--- src/rtl/imm_shift_pkg.sv ---
package imm_shift_pkg;
  typedef enum logic [1:0] {
    SH_LSL = 2'b00,
    SH_LSR = 2'b01,
    SH_ASR = 2'b10,
    SH_BAD = 2'b11
  } shift_op_e;
endpackage

--- src/rtl/imm_shift_core.sv ---
module imm_shift_core
  import imm_shift_pkg::*;
#(
  parameter int DATA_W = 32,
  parameter int AMT_W  = $clog2(DATA_W)
) (
  input  shift_op_e           op,
  input  logic [AMT_W-1:0]    amt,
  input  logic [DATA_W-1:0]   src,
  input  logic                cin,
  output logic [DATA_W-1:0]   res,
  output logic                cout,
  output logic                illegal
);
  localparam int EXT_W = DATA_W + 1;

  logic [EXT_W-1:0]        ext_left;
  logic [EXT_W-1:0]        ext_right;
  logic signed [EXT_W-1:0] ext_arith;
  logic                    amt_zero;
  logic                    msb;

  // One spare bit beside the word catches the last bit shifted out.
  assign ext_left  = {1'b0, src} << amt;
  assign ext_right = {src, 1'b0} >> amt;
  assign ext_arith = $signed({src, 1'b0}) >>> amt;
  assign amt_zero  = (amt == '0);
  assign msb       = src[DATA_W-1];

  always_comb begin
    res     = '0;
    cout    = 1'b0;
    illegal = 1'b0;
    unique case (op)
      SH_LSL: begin
        if (amt_zero) begin
          res  = src;
          cout = cin;
        end else begin
          res  = ext_left[DATA_W-1:0];
          cout = ext_left[DATA_W];
        end
      end
      SH_LSR: begin
        if (amt_zero) begin
          res  = '0;
          cout = msb;
        end else begin
          res  = ext_right[DATA_W:1];
          cout = ext_right[0];
        end
      end
      SH_ASR: begin
        if (amt_zero) begin
          res  = {DATA_W{msb}};
          cout = msb;
        end else begin
          res  = ext_arith[DATA_W:1];
          cout = ext_arith[0];
        end
      end
      default: begin
        illegal = 1'b1;
      end
    endcase
  end
endmodule

--- src/rtl/imm_shift_flags.sv ---
module imm_shift_flags #(
  parameter int DATA_W = 32
) (
  input  logic [DATA_W-1:0] res,
  input  logic              cin_shift,
  input  logic              illegal,
  output logic              flag_n,
  output logic              flag_z,
  output logic              flag_c,
  output logic              we_nz,
  output logic              we_c,
  output logic              we_v
);
  always_comb begin
    if (illegal) begin
      flag_n = 1'b0;
      flag_z = 1'b0;
      flag_c = 1'b0;
      we_nz  = 1'b0;
      we_c   = 1'b0;
    end else begin
      flag_n = res[DATA_W-1];
      flag_z = (res == '0);
      flag_c = cin_shift;
      we_nz  = 1'b1;
      we_c   = 1'b1;
    end
    we_v = 1'b0;
  end
endmodule

--- src/rtl/imm_shift_stage.sv ---
module imm_shift_stage #(
  parameter int  PAY_W   = 39,
  parameter bit  REG_OUT = 1'b1
) (
  input  logic             clk,
  input  logic             rst_n,
  input  logic             up_valid,
  output logic             up_ready,
  input  logic [PAY_W-1:0] up_data,
  output logic             dn_valid,
  input  logic             dn_ready,
  output logic [PAY_W-1:0] dn_data
);
  generate
    if (REG_OUT) begin : g_reg
      logic             full_q;
      logic [PAY_W-1:0] data_q;
      logic             take;

      assign up_ready = !full_q || dn_ready;
      assign take     = up_valid && up_ready;

      always_ff @(posedge clk or negedge rst_n) begin
        if (!rst_n) begin
          full_q <= 1'b0;
          data_q <= '0;
        end else begin
          if (take) begin
            full_q <= 1'b1;
            data_q <= up_data;
          end else if (dn_ready) begin
            full_q <= 1'b0;
          end
        end
      end

      assign dn_valid = full_q;
      assign dn_data  = data_q;

      a_r9_hold_valid: assert property (@(posedge clk) disable iff (!rst_n)
        dn_valid && !dn_ready |=> dn_valid);
      a_r9_hold_data: assert property (@(posedge clk) disable iff (!rst_n)
        dn_valid && !dn_ready |=> $stable(dn_data));
    end else begin : g_pass
      assign dn_valid = up_valid;
      assign up_ready = dn_ready;
      assign dn_data  = up_data;
    end
  endgenerate
endmodule

--- src/rtl/imm_shift_unit.sv ---
module imm_shift_unit
  import imm_shift_pkg::*;
#(
  parameter int DATA_W  = 32,
  parameter int AMT_W   = $clog2(DATA_W),
  parameter bit REG_OUT = 1'b1
) (
  input  logic              clk,
  input  logic              rst_n,
  input  logic              in_valid,
  output logic              in_ready,
  input  logic [1:0]        in_op,
  input  logic [AMT_W-1:0]  in_amt,
  input  logic [DATA_W-1:0] in_src,
  input  logic              in_carry,
  output logic              out_valid,
  input  logic              out_ready,
  output logic [DATA_W-1:0] out_result,
  output logic              out_n,
  output logic              out_z,
  output logic              out_c,
  output logic              out_nz_we,
  output logic              out_c_we,
  output logic              out_v_we,
  output logic              out_illegal
);
  localparam int FLAG_W = 7;
  localparam int PAY_W  = DATA_W + FLAG_W;

  logic [DATA_W-1:0] sh_res;
  logic              sh_cout;
  logic              sh_ill;
  logic              f_n, f_z, f_c, f_wnz, f_wc, f_wv;
  logic [PAY_W-1:0]  pay_in, pay_out;

  imm_shift_core #(.DATA_W(DATA_W), .AMT_W(AMT_W)) u_core (
    .op      (shift_op_e'(in_op)),
    .amt     (in_amt),
    .src     (in_src),
    .cin     (in_carry),
    .res     (sh_res),
    .cout    (sh_cout),
    .illegal (sh_ill)
  );

  imm_shift_flags #(.DATA_W(DATA_W)) u_flags (
    .res       (sh_res),
    .cin_shift (sh_cout),
    .illegal   (sh_ill),
    .flag_n    (f_n),
    .flag_z    (f_z),
    .flag_c    (f_c),
    .we_nz     (f_wnz),
    .we_c      (f_wc),
    .we_v      (f_wv)
  );

  assign pay_in = {sh_ill, f_wv, f_wc, f_wnz, f_c, f_z, f_n, sh_res};

  imm_shift_stage #(.PAY_W(PAY_W), .REG_OUT(REG_OUT)) u_stage (
    .clk      (clk),
    .rst_n    (rst_n),
    .up_valid (in_valid),
    .up_ready (in_ready),
    .up_data  (pay_in),
    .dn_valid (out_valid),
    .dn_ready (out_ready),
    .dn_data  (pay_out)
  );

  assign {out_illegal, out_v_we, out_c_we, out_nz_we,
          out_c, out_z, out_n, out_result} = pay_out;

  a_r7_illegal_no_we: assert property (@(posedge clk) disable iff (!rst_n)
    out_valid && out_illegal |-> !out_nz_we && !out_c_we && !out_v_we);
  a_r6_zero_flag: assert property (@(posedge clk) disable iff (!rst_n)
    out_valid && !out_illegal |-> out_z == (out_result == '0));
  a_r6_neg_flag: assert property (@(posedge clk) disable iff (!rst_n)
    out_valid && !out_illegal |-> out_n == out_result[DATA_W-1]);
endmodule

--- config.mk ---
export PLATFORM = sky130hd
export DESIGN_NAME = imm_shift_unit
export DESIGN_NICKNAME = d
export VERILOG_FILES = /design/src/rtl/imm_shift_pkg.sv /design/src/rtl/imm_shift_core.sv /design/src/rtl/imm_shift_flags.sv /design/src/rtl/imm_shift_stage.sv /design/src/rtl/imm_shift_unit.sv
export SDC_FILE = /design/constraint.sdc
export NUM_CORES = 1
export LEC_CHECK = 0
export BUFFER_PORTS_ARGS = -buffer_cell sky130_fd_sc_hd__clkbuf_2
export CORE_MARGIN = 5
export CORE_UTILIZATION = 45
export DETAILED_ROUTE_END_ITERATION = 10
export HOLD_SLACK_MARGIN = 0.05
export SLEW_MARGIN = 20
export SYNTH_ARGS = -nofsm -noshare
export SYNTH_HDL_FRONTEND = slang
export SYNTH_SLANG_ARGS = --single-unit
export TNS_END_PERCENT = 5
--- constraint.sdc ---
create_clock -name clk -period 2.45 [get_ports clk]
set_input_delay 0.1225 -clock clk [delete_from_list [all_inputs] [get_ports clk]]
set_output_delay 0.1225 -clock clk [all_outputs]
set_load 0.03 [all_outputs]
==> results.txt, run 1 <==
In the layout the commonest cells are 347 x buf_4, 143 x nand2_1, 75 x clkbuf_2, 63 x mux4_2, 61 x nor2_1. The detail route stage leaves a number of antenna-violating nets equal to 0. After clock tree synthesis, the clock-pin slew on the worst setup and hold paths is 0.06 ns. In this run the tool buffered the top-level ports with 83 buffer cells. Worst endpoint data arrival time: 2.71 ns.

Most frequent cell on the critical path: buf_16. The actual transition at the worst max-transition pin is 1.149 ns, and the final routed wirelength across all metal layers is 39,530 um. Combinational family with the most area after synthesis: multiplexers. Entering global routing, the biggest net connects 39 pins. Static power due to leakage: 4.923 nW.

The total overflow left after global routing is 0. For the starting density of the core, the log shows 0.4567. The run gives 0 as the max capacitance violation total. The post-synthesis async set-or-reset flop share is 1.000. The die is 133.8 um wide. Dividing the synthesized area by the synthesized cell count gives 8.136 um2. The global routing usage on met1 is 0.5196, and the total power divided by cell area is 400.6 nW/um2. The detailed router placed 9,816 vias in this run. The mux share of post-synthesis cell area was 0.3297; the number of warning messages in the yosys log was 0. The synthesis-to-layout area growth works out to 57.86%.

The library cell contributing the largest single delay on the critical path is mux4_2. The residual DRC count was 0. In this run the critical register-to-register path is launched from u_stage.dn_valid$_DFFE_PN0P_. Type of the tightest min-delay check: primary input to flip-flop.

The adder-cell area share of the yosys netlist was 0. The setup path with the least slack is of type primary input to flip-flop. The proportion of layout cells with a drive suffix above 1 is 0.5169. Most used flip-flop cell after synthesis: dfrtp_1.

The detailed-routing iteration count for the pre-antenna-repair pass was 6; the clock buffer count from CTS was 5. The parity-gate share of the synthesized area counting xor and xnor cells was 0.002542. In the routed layout, each cell is associated on average with a via count of 7.006.

The worst stage delay on the critical path works out to 0.55 ns. In this run the most used layer during global routing was met2. The checks that failed: negative setup slack.

The flop-to-flop setup slack is 0.56 ns. The layout has 1,157 filler cells. The clock tree synthesis step divided the H-tree into 2 levels. The met3 usage in global routing is 0.1050. The run gives 2 as the worst-case clock buffer depth. The tools report the final count of hold timing violations as 0. The cell sitting at the root of the clock tree is a clkbuf_16. Traced cell by cell, the critical path runs through buf_16 > buf_12 > buf_16 > mux4_2 > mux2i_2 > o22ai_2 > nor4_4 > nand2_1 > nor4b_4 > nand4_1 > o41ai_2.

Prior to clock tree synthesis, the placed netlist has a worst setup slack of -0.7857 ns. The source of the critical timing path was in_amt[1]. The peak supply drop is 350.4 uV, and the highest clock rate is 0.3952 GHz. The tools report the clock tree skew after final layout as 0.006544 ns. The run gives 0.06529 ns as the tightest hold margin.

The post-synthesis compound-gate area fraction was 0.2215; the count of pins on the block boundary was 85. Total global routing track utilization: 0.4191. The run finished, with violations left.

After floorplanning, the core was divided into 45 placement rows. The first routing iteration left 1,926 violations. The number of antenna cells inserted is 0. For the sequential share of the synthesized area, the log shows 0.1380.

The number of enable flip-flop cells after synthesis is 0. When the netlist entered floorplanning its net count stood at 891. The worst setup path is launched from a primary input.

For the count of nets after finishing, the log shows 1,256. The tools report the sequential cell area as 950.9 um2. The full die area is 17,890 um2, and the final critical delay including setup and external delays is 2.530 ns. Endpoint kind of the worst setup timing path: a flip-flop. The initial antenna violation count was 1.

The simple-gate share of the synthesized area was 0.2288; the wire length of the first global-routing pass was 57,520 um. The endpoint identified for the worst register-to-register timing path is u_stage.dn_data[33]$_DFFE_PN0P_. The number of clock sinks was 38; the number of endpoints failing setup at the final stage was 1. For the mapped cell area, the log shows 6892 um2.

The number of cells on the worst reg-to-reg path is 7. The multi-input combinational cells in the finished layout cover a total of 5798 um2. The final critical-path share of the clock period works out to 1.033.

The commonest non-fill, non-tap cell in the layout is buf_4. The vertical die dimension works out to 133.8 um. Following the worst setup path forward leads to its endpoint at u_stage.dn_data[33]$_DFFE_PN0P_.

Least setup slack across all paths after layout: -0.08031 ns. Routability-driven placement finished with a final weighted congestion of 1.145. Synthesis produced a netlist whose cell count is 847. Number of global-route vias before repair: 9,466. Setup repair after global routing could not meet its margin everywhere. In this run, distinct cell masters in the synthesized netlist total 77. The met2 track demand over resource in global routing came out at 0.6544. After floorplanning, the core was sized to cover 15,090 um2. In this run the worst path has a maximum fanout of 8. The run gives 30,660 um as the HPWL reported at the end of detailed placement. TritonCTS built the clock tree.

After synthesis the netlist holds a flip-flop and latch count of 38. The count of pins over their slew limit is 0, and the routed wirelength normalized by instance count is 28.22 um. For the later-pin clock latency in the skew report, the log shows 0.28 ns.

The critical path required time is 2.63 ns, and the relative max-transition margin is 0.2323.
[critical path: cells and delay by family]
family,cells,cell delay (ns)
simple gates,4,0.95
compound gates,2,0.48
mux,2,0.80
buf+inv,3,0.36
[power by group]
group / switching [mW] / internal (mW) / leakage, nW
Combinational: 1.52 / 1.22 / 4.35
Sequential: 0.0542 / 0.725 / 0.483
Clock: 0.257 / 0.585 / 0.0940
Total: 1.83 / 2.53 / 4.92
[how the worst min path moves through the flow]
| stage | startpoint | end | slack, ns | cells after the start |
|---|---|---|---|---|
| after global routing | in_valid | u_stage.dn_valid$_DFFE_PN0P_ | 0.07 | 2 |
| after global placement | rst_n | u_stage.dn_data[21]$_DFFE_PN0P_ | 0.25 | 1 |
| final | in_valid | u_stage.dn_valid$_DFFE_PN0P_ | 0.07 | 2 |
| after CTS | in_valid | u_stage.dn_valid$_DFFE_PN0P_ | 0.06 | 2 |
| after detailed placement | rst_n | u_stage.dn_data[21]$_DFFE_PN0P_ | 0.28 | 1 |
| after floorplan | rst_n | u_stage.dn_data[0]$_DFFE_PN0P_ | -0.17 | 0 |
[stage by stage]
step	std cells	area [um2]	util	TNS, ns	total power [mW]
2_1_floorplan	847	6897	-	0	1.988
3_3_place_gp	1359	9736	0.6452	-3.589	3.103
3_5_place_dp	1359	9736	0.6452	-4.881	3.152
4_1_cts	1390	10500	0.6961	0	4.146
5_1_grt	1401	10880	0.7210	-0.2642	4.496
6_report	1401	10880	0.7210	-0.08031	4.358
[logic make-up (layout without fill, tap and decap cells)]
kind of cell,count (synthesis),in the layout
muxes,141,141
other,1,1
buffers and inverters,110,476
and+or+nand+nor,335,335
AOI/OAI and AO/OA,220,220
DFF,38,38
xor gates and xnor gates,2,2
[state kept, by name, summed over array words and instances, names as in the netlist]
register	flops
u_stage.dn_data	37
u_stage.dn_valid	1
[metal layers]
metal,part of all wire,up-vias
met5,0.00035,-
met4,0.092,2
met3,0.14,316
met2,0.43,964
met1,0.35,4541
li1,-,3993
[synth_stat cells, types with 16 or more instances]
cell type / count / area, um2
mux4_2: 58 / 1306
a21oi_1: 31 / 155.2
nand3_1: 29 / 145.1
nor3_1: 16 / 80.08
buf_2: 19 / 95.09
mux2i_1: 56 / 560.5
nand2_1: 143 / 536.8
nor2_1: 66 / 247.7
o211ai_1: 18 / 135.1
o21ai_0: 44 / 220.2
mux2_2: 19 / 214.0
clkbuf_1: 65 / 244.0
dfrtp_1: 38 / 950.9
[area by class of cell]
type | instances | share of cell area
clock buffer | 5 | 0.01150
inverter | 4 | 0.001380
tap | 188 | 0.02162
sequential | 38 | 0.08741
clock inverter | 3 | 0.006325
multi-input combinational | 699 | 0.5329
timing repair buffer | 464 | 0.3388
[repair_timing]
action / CTS / global route
gates resized for setup: 80 / 59
setup buffers: 20 / 11
setup endpoints to repair: 4 / 2
pin swaps: 23 / 22
gates cloned: 3 / 1
hold buffers: 1 / 0
hold endpoints to repair: 38 / 0
Note: power is estimated with default switching activity, not from simulation.
==> run 2, diff against run 1 <==
- BUFFER_PORTS_ARGS: -buffer_cell sky130_fd_sc_hd__clkbuf_2 -> unset
- DONT_BUFFER_PORTS: unset -> 1
- SLEW_MARGIN: 20 -> 25
==> run 2 against run 1 <==
- the flow still finishes with violations (negative setup slack)
- register-to-register slack worse by 0.06 ns
- final cell count is 22% lower
- flip-flop and latch count stayed put
- utilization is 19 points lower
- non-clock buffer count is 307 lower
- first-iteration DRC count is 28% lower
- die area stayed put
- worst setup slack better by 0.079 ns
- routed wire length is 9.1% lower
==> results.txt, run 2 (synthesized netlist as in run 1, its figures left out) <==
The clock tree skew after final layout was 0.005599 ns; the pin count of the biggest net entering global routing was 108. The area of the core is 15,090 um2, and the starting density of the core is 0.4567. After detailed routing, the average wire length per cell comes to 32.82 um. The worst register-to-register path ends at u_stage.dn_data[33]$_DFFE_PN0P_. The count of pins over their slew limit came out at 0. The clock reaches the later pin of the worst-skew pair after 0.28 ns. The worst-case clock buffer depth is 2.

In this run the remaining antenna-violating nets after routing total 0. The relative max-transition margin is 0.3760. The flow ran to the end, but the final reports show violations. The run gives 0 as the residual DRC count. The tool flagged a number of max-cap violations equal to 0. The die is 133.8 um tall.

The run gives 1,451 as the number of fill cells in the layout. Number of buffers inserted to repair setup after CTS: 0. The final reports fail on negative setup slack. The die is 133.8 um wide. The highest layer used for signal routing was met5.

For the internal power consumption, the log shows 1.877 mW. After clock tree synthesis, the clock-pin slew on the worst setup and hold paths is 0.06 ns. Measured in cells, the most critical reg-to-reg path has a length of 7. The worst hold path was traced through 2 stages.

STA classifies the critical path endpoint as a flip-flop. The analysis attributes to cell leakage a power of 3.287 nW. After detailed routing, the wire length on met1 is 12,670 um. The switching part of the total power was 0.4197. Library cell contributing the largest single delay on the critical path: mux4_2. Data on the critical path arrives at its endpoint at 2.63 ns. OpenSTA, run right after detailed placement, puts the worst setup slack at -0.3389 ns. The logs give 0.50 ns for the flop-to-flop setup slack and 17,890 um2 for the full die area.

The proportion of power drawn by the clock network is 0.195, and the total power divided by cell area is 403.5 nW/um2. The run gives 0.5313 as the final core utilization. The final critical-path share of the clock period was 1.001. Critical path's top delay family: compound AO/OA/AOI/OAI gates. For the routed length on met2, the log shows 15,130 um. Root cell of the clock tree: clkbuf_16.

The hold path startpoint is in_op[1]. Routability-driven placement finished with a final weighted congestion of 1.109. 85 I/O pins were placed. The largest single stage delay on the critical path is 0.53 ns. The routed design uses 5161 um of met3 wire. The number of endpoints failing setup at the final stage was 1; the actual transition at the worst max-transition pin was 0.9326 ns. Row generation in the floorplan step produced 45 rows. TritonCTS built the clock tree. In this run the tool buffered the top-level ports with 0 buffer cells.

The sequential power share was 0.308; the buffer and inverter count on the worst path was 1. The first detailed-routing pass ran for 7 iterations. Relative to the synthesized area, the layout overhead comes to 16.32%.

Data on the critical path is required at its endpoint by 2.63 ns. For the final global-route overflow total, the log shows 0. The critical path in this run is classified as primary input to flip-flop. The final critical delay including setup and external delays is 2.452 ns. The register with the most flip-flops in the layout has 37 of them. The commonest non-fill, non-tap cell in the layout was buf_4. The startpoint identified for the worst register-to-register timing path is u_stage.dn_valid$_DFFE_PN0P_. The worst setup path is launched from a primary input. The library cells used most frequently in the layout, excluding fill and tap cells, are 152 x buf_4, 143 x nand2_1, 66 x nor2_1, 58 x mux4_2, 55 x mux2i_1. Count of nets after finishing: 949. The final count of hold timing violations is 0, and the wire length of the first global-routing pass is 51,810 um. In this run, CTS created clock tree buffers numbering 5.

Hold-critical path endpoint: u_stage.dn_data[38]$_DFFE_PN0P_. The overall power after layout is 3.235 mW. After the first detailed-routing iteration, the DRC count stood at 1,379. In this run the worst path has a maximum fanout of 72. The combinational group share of total power is 0.498. For the initial antenna violation count, the log shows 1. In this run the worst hold path is classified as primary input to flip-flop.

The vias per cell was 7.633. Proportion of layout cells with a drive suffix above 1: 0.2903. For the number of global-route vias before repair, the log shows 7,884. The total global routing track utilization was 0.3839; the highest clock rate was 0.4079 GHz. The total number of vias is 8,358, and the final total negative setup slack is -0.001565 ns.

The analysis attributes to net switching a power of 1.358 mW. Across the VDD grid, the largest voltage drop is 437.5 uV. The HPWL reported at the end of detailed placement was 27,510 um; the number of clock sinks was 38.

The signal on the critical path passes through mux4_2 > a22oi_2 > a21oi_1 > a311oi_2 > a2111oi_0 > buf_4 > nor4_1 > nand4_1 > o41ai_2. The H-tree generated during clock tree synthesis spans 2 levels. The final routed wirelength across all metal layers is 35,940 um, and the least setup slack across all paths after layout is -0.001565 ns.
[run 2: area by class of cell]
| type | count | area (um2) | share of cell area |
|---|---|---|---|
| tap | 188 | 235.2 | 0.02934 |
| clock buffer | 6 | 138.9 | 0.01732 |
| timing repair buffer | 157 | 1221 | 0.1523 |
| inverter | 4 | 15.01 | 0.001873 |
| clock inverter | 2 | 12.51 | 0.001561 |
| sequential | 38 | 950.9 | 0.1186 |
| antenna | 1 | 2.502 | 0.0003122 |
| multi-input combinational | 699 | 5440 | 0.6786 |
[run 2: worst max path at each step]
stage / end / cells after the start / start
after global routing: u_stage.dn_data[33]$_DFFE_PN0P_ / 9 / in_amt[0]
after global placement: u_stage.dn_data[33]$_DFFE_PN0P_ / 8 / in_amt[1]
after floorplan: u_stage.dn_data[33]$_DFFE_PN0P_ / 12 / in_amt[1]
after detailed placement: u_stage.dn_data[33]$_DFFE_PN0P_ / 8 / in_amt[1]
after CTS: u_stage.dn_data[33]$_DFFE_PN0P_ / 9 / in_amt[0]
final: u_stage.dn_data[33]$_DFFE_PN0P_ / 9 / in_amt[0]
[run 2: per-stage QoR]
stage	instance area [um2]	std cells	hold WS, ns
floorplan	6897	847	-0.1731
global placement	7779	1083	-0.1723
detailed placement	7779	1083	-0.1722
CTS	7974	1094	0.1713
global route	8014	1094	0.1932
finish	8016	1095	0.1878
[run 2: power by group through the flow]
stage / logic [mW] / registers, mW / clock network, mW
after floorplan: 1.01 / 0.981 / 0
after global placement: 1.51 / 1.00 / 0
after detailed placement: 1.51 / 1.01 / 0
after CTS: 1.53 / 0.999 / 0.640
after global routing: 1.66 / 1.01 / 0.675
final: 1.61 / 0.995 / 0.629
[run 2: repair_timing]
| item | CTS | global route |
|---|---|---|
| endpoints found under the hold margin | 39 | 0 |
| setup endpoints to repair | 1 | 1 |
| gates resized for setup | 1 | 6 |
| hold buffers | 3 | 0 |
[run 2: metal layers]
layer,track usage,up-vias
li1,-,3364
met1,0.4789,3945
met2,0.5828,846
met3,0.1190,201
met4,0.2286,2
met5,0,-
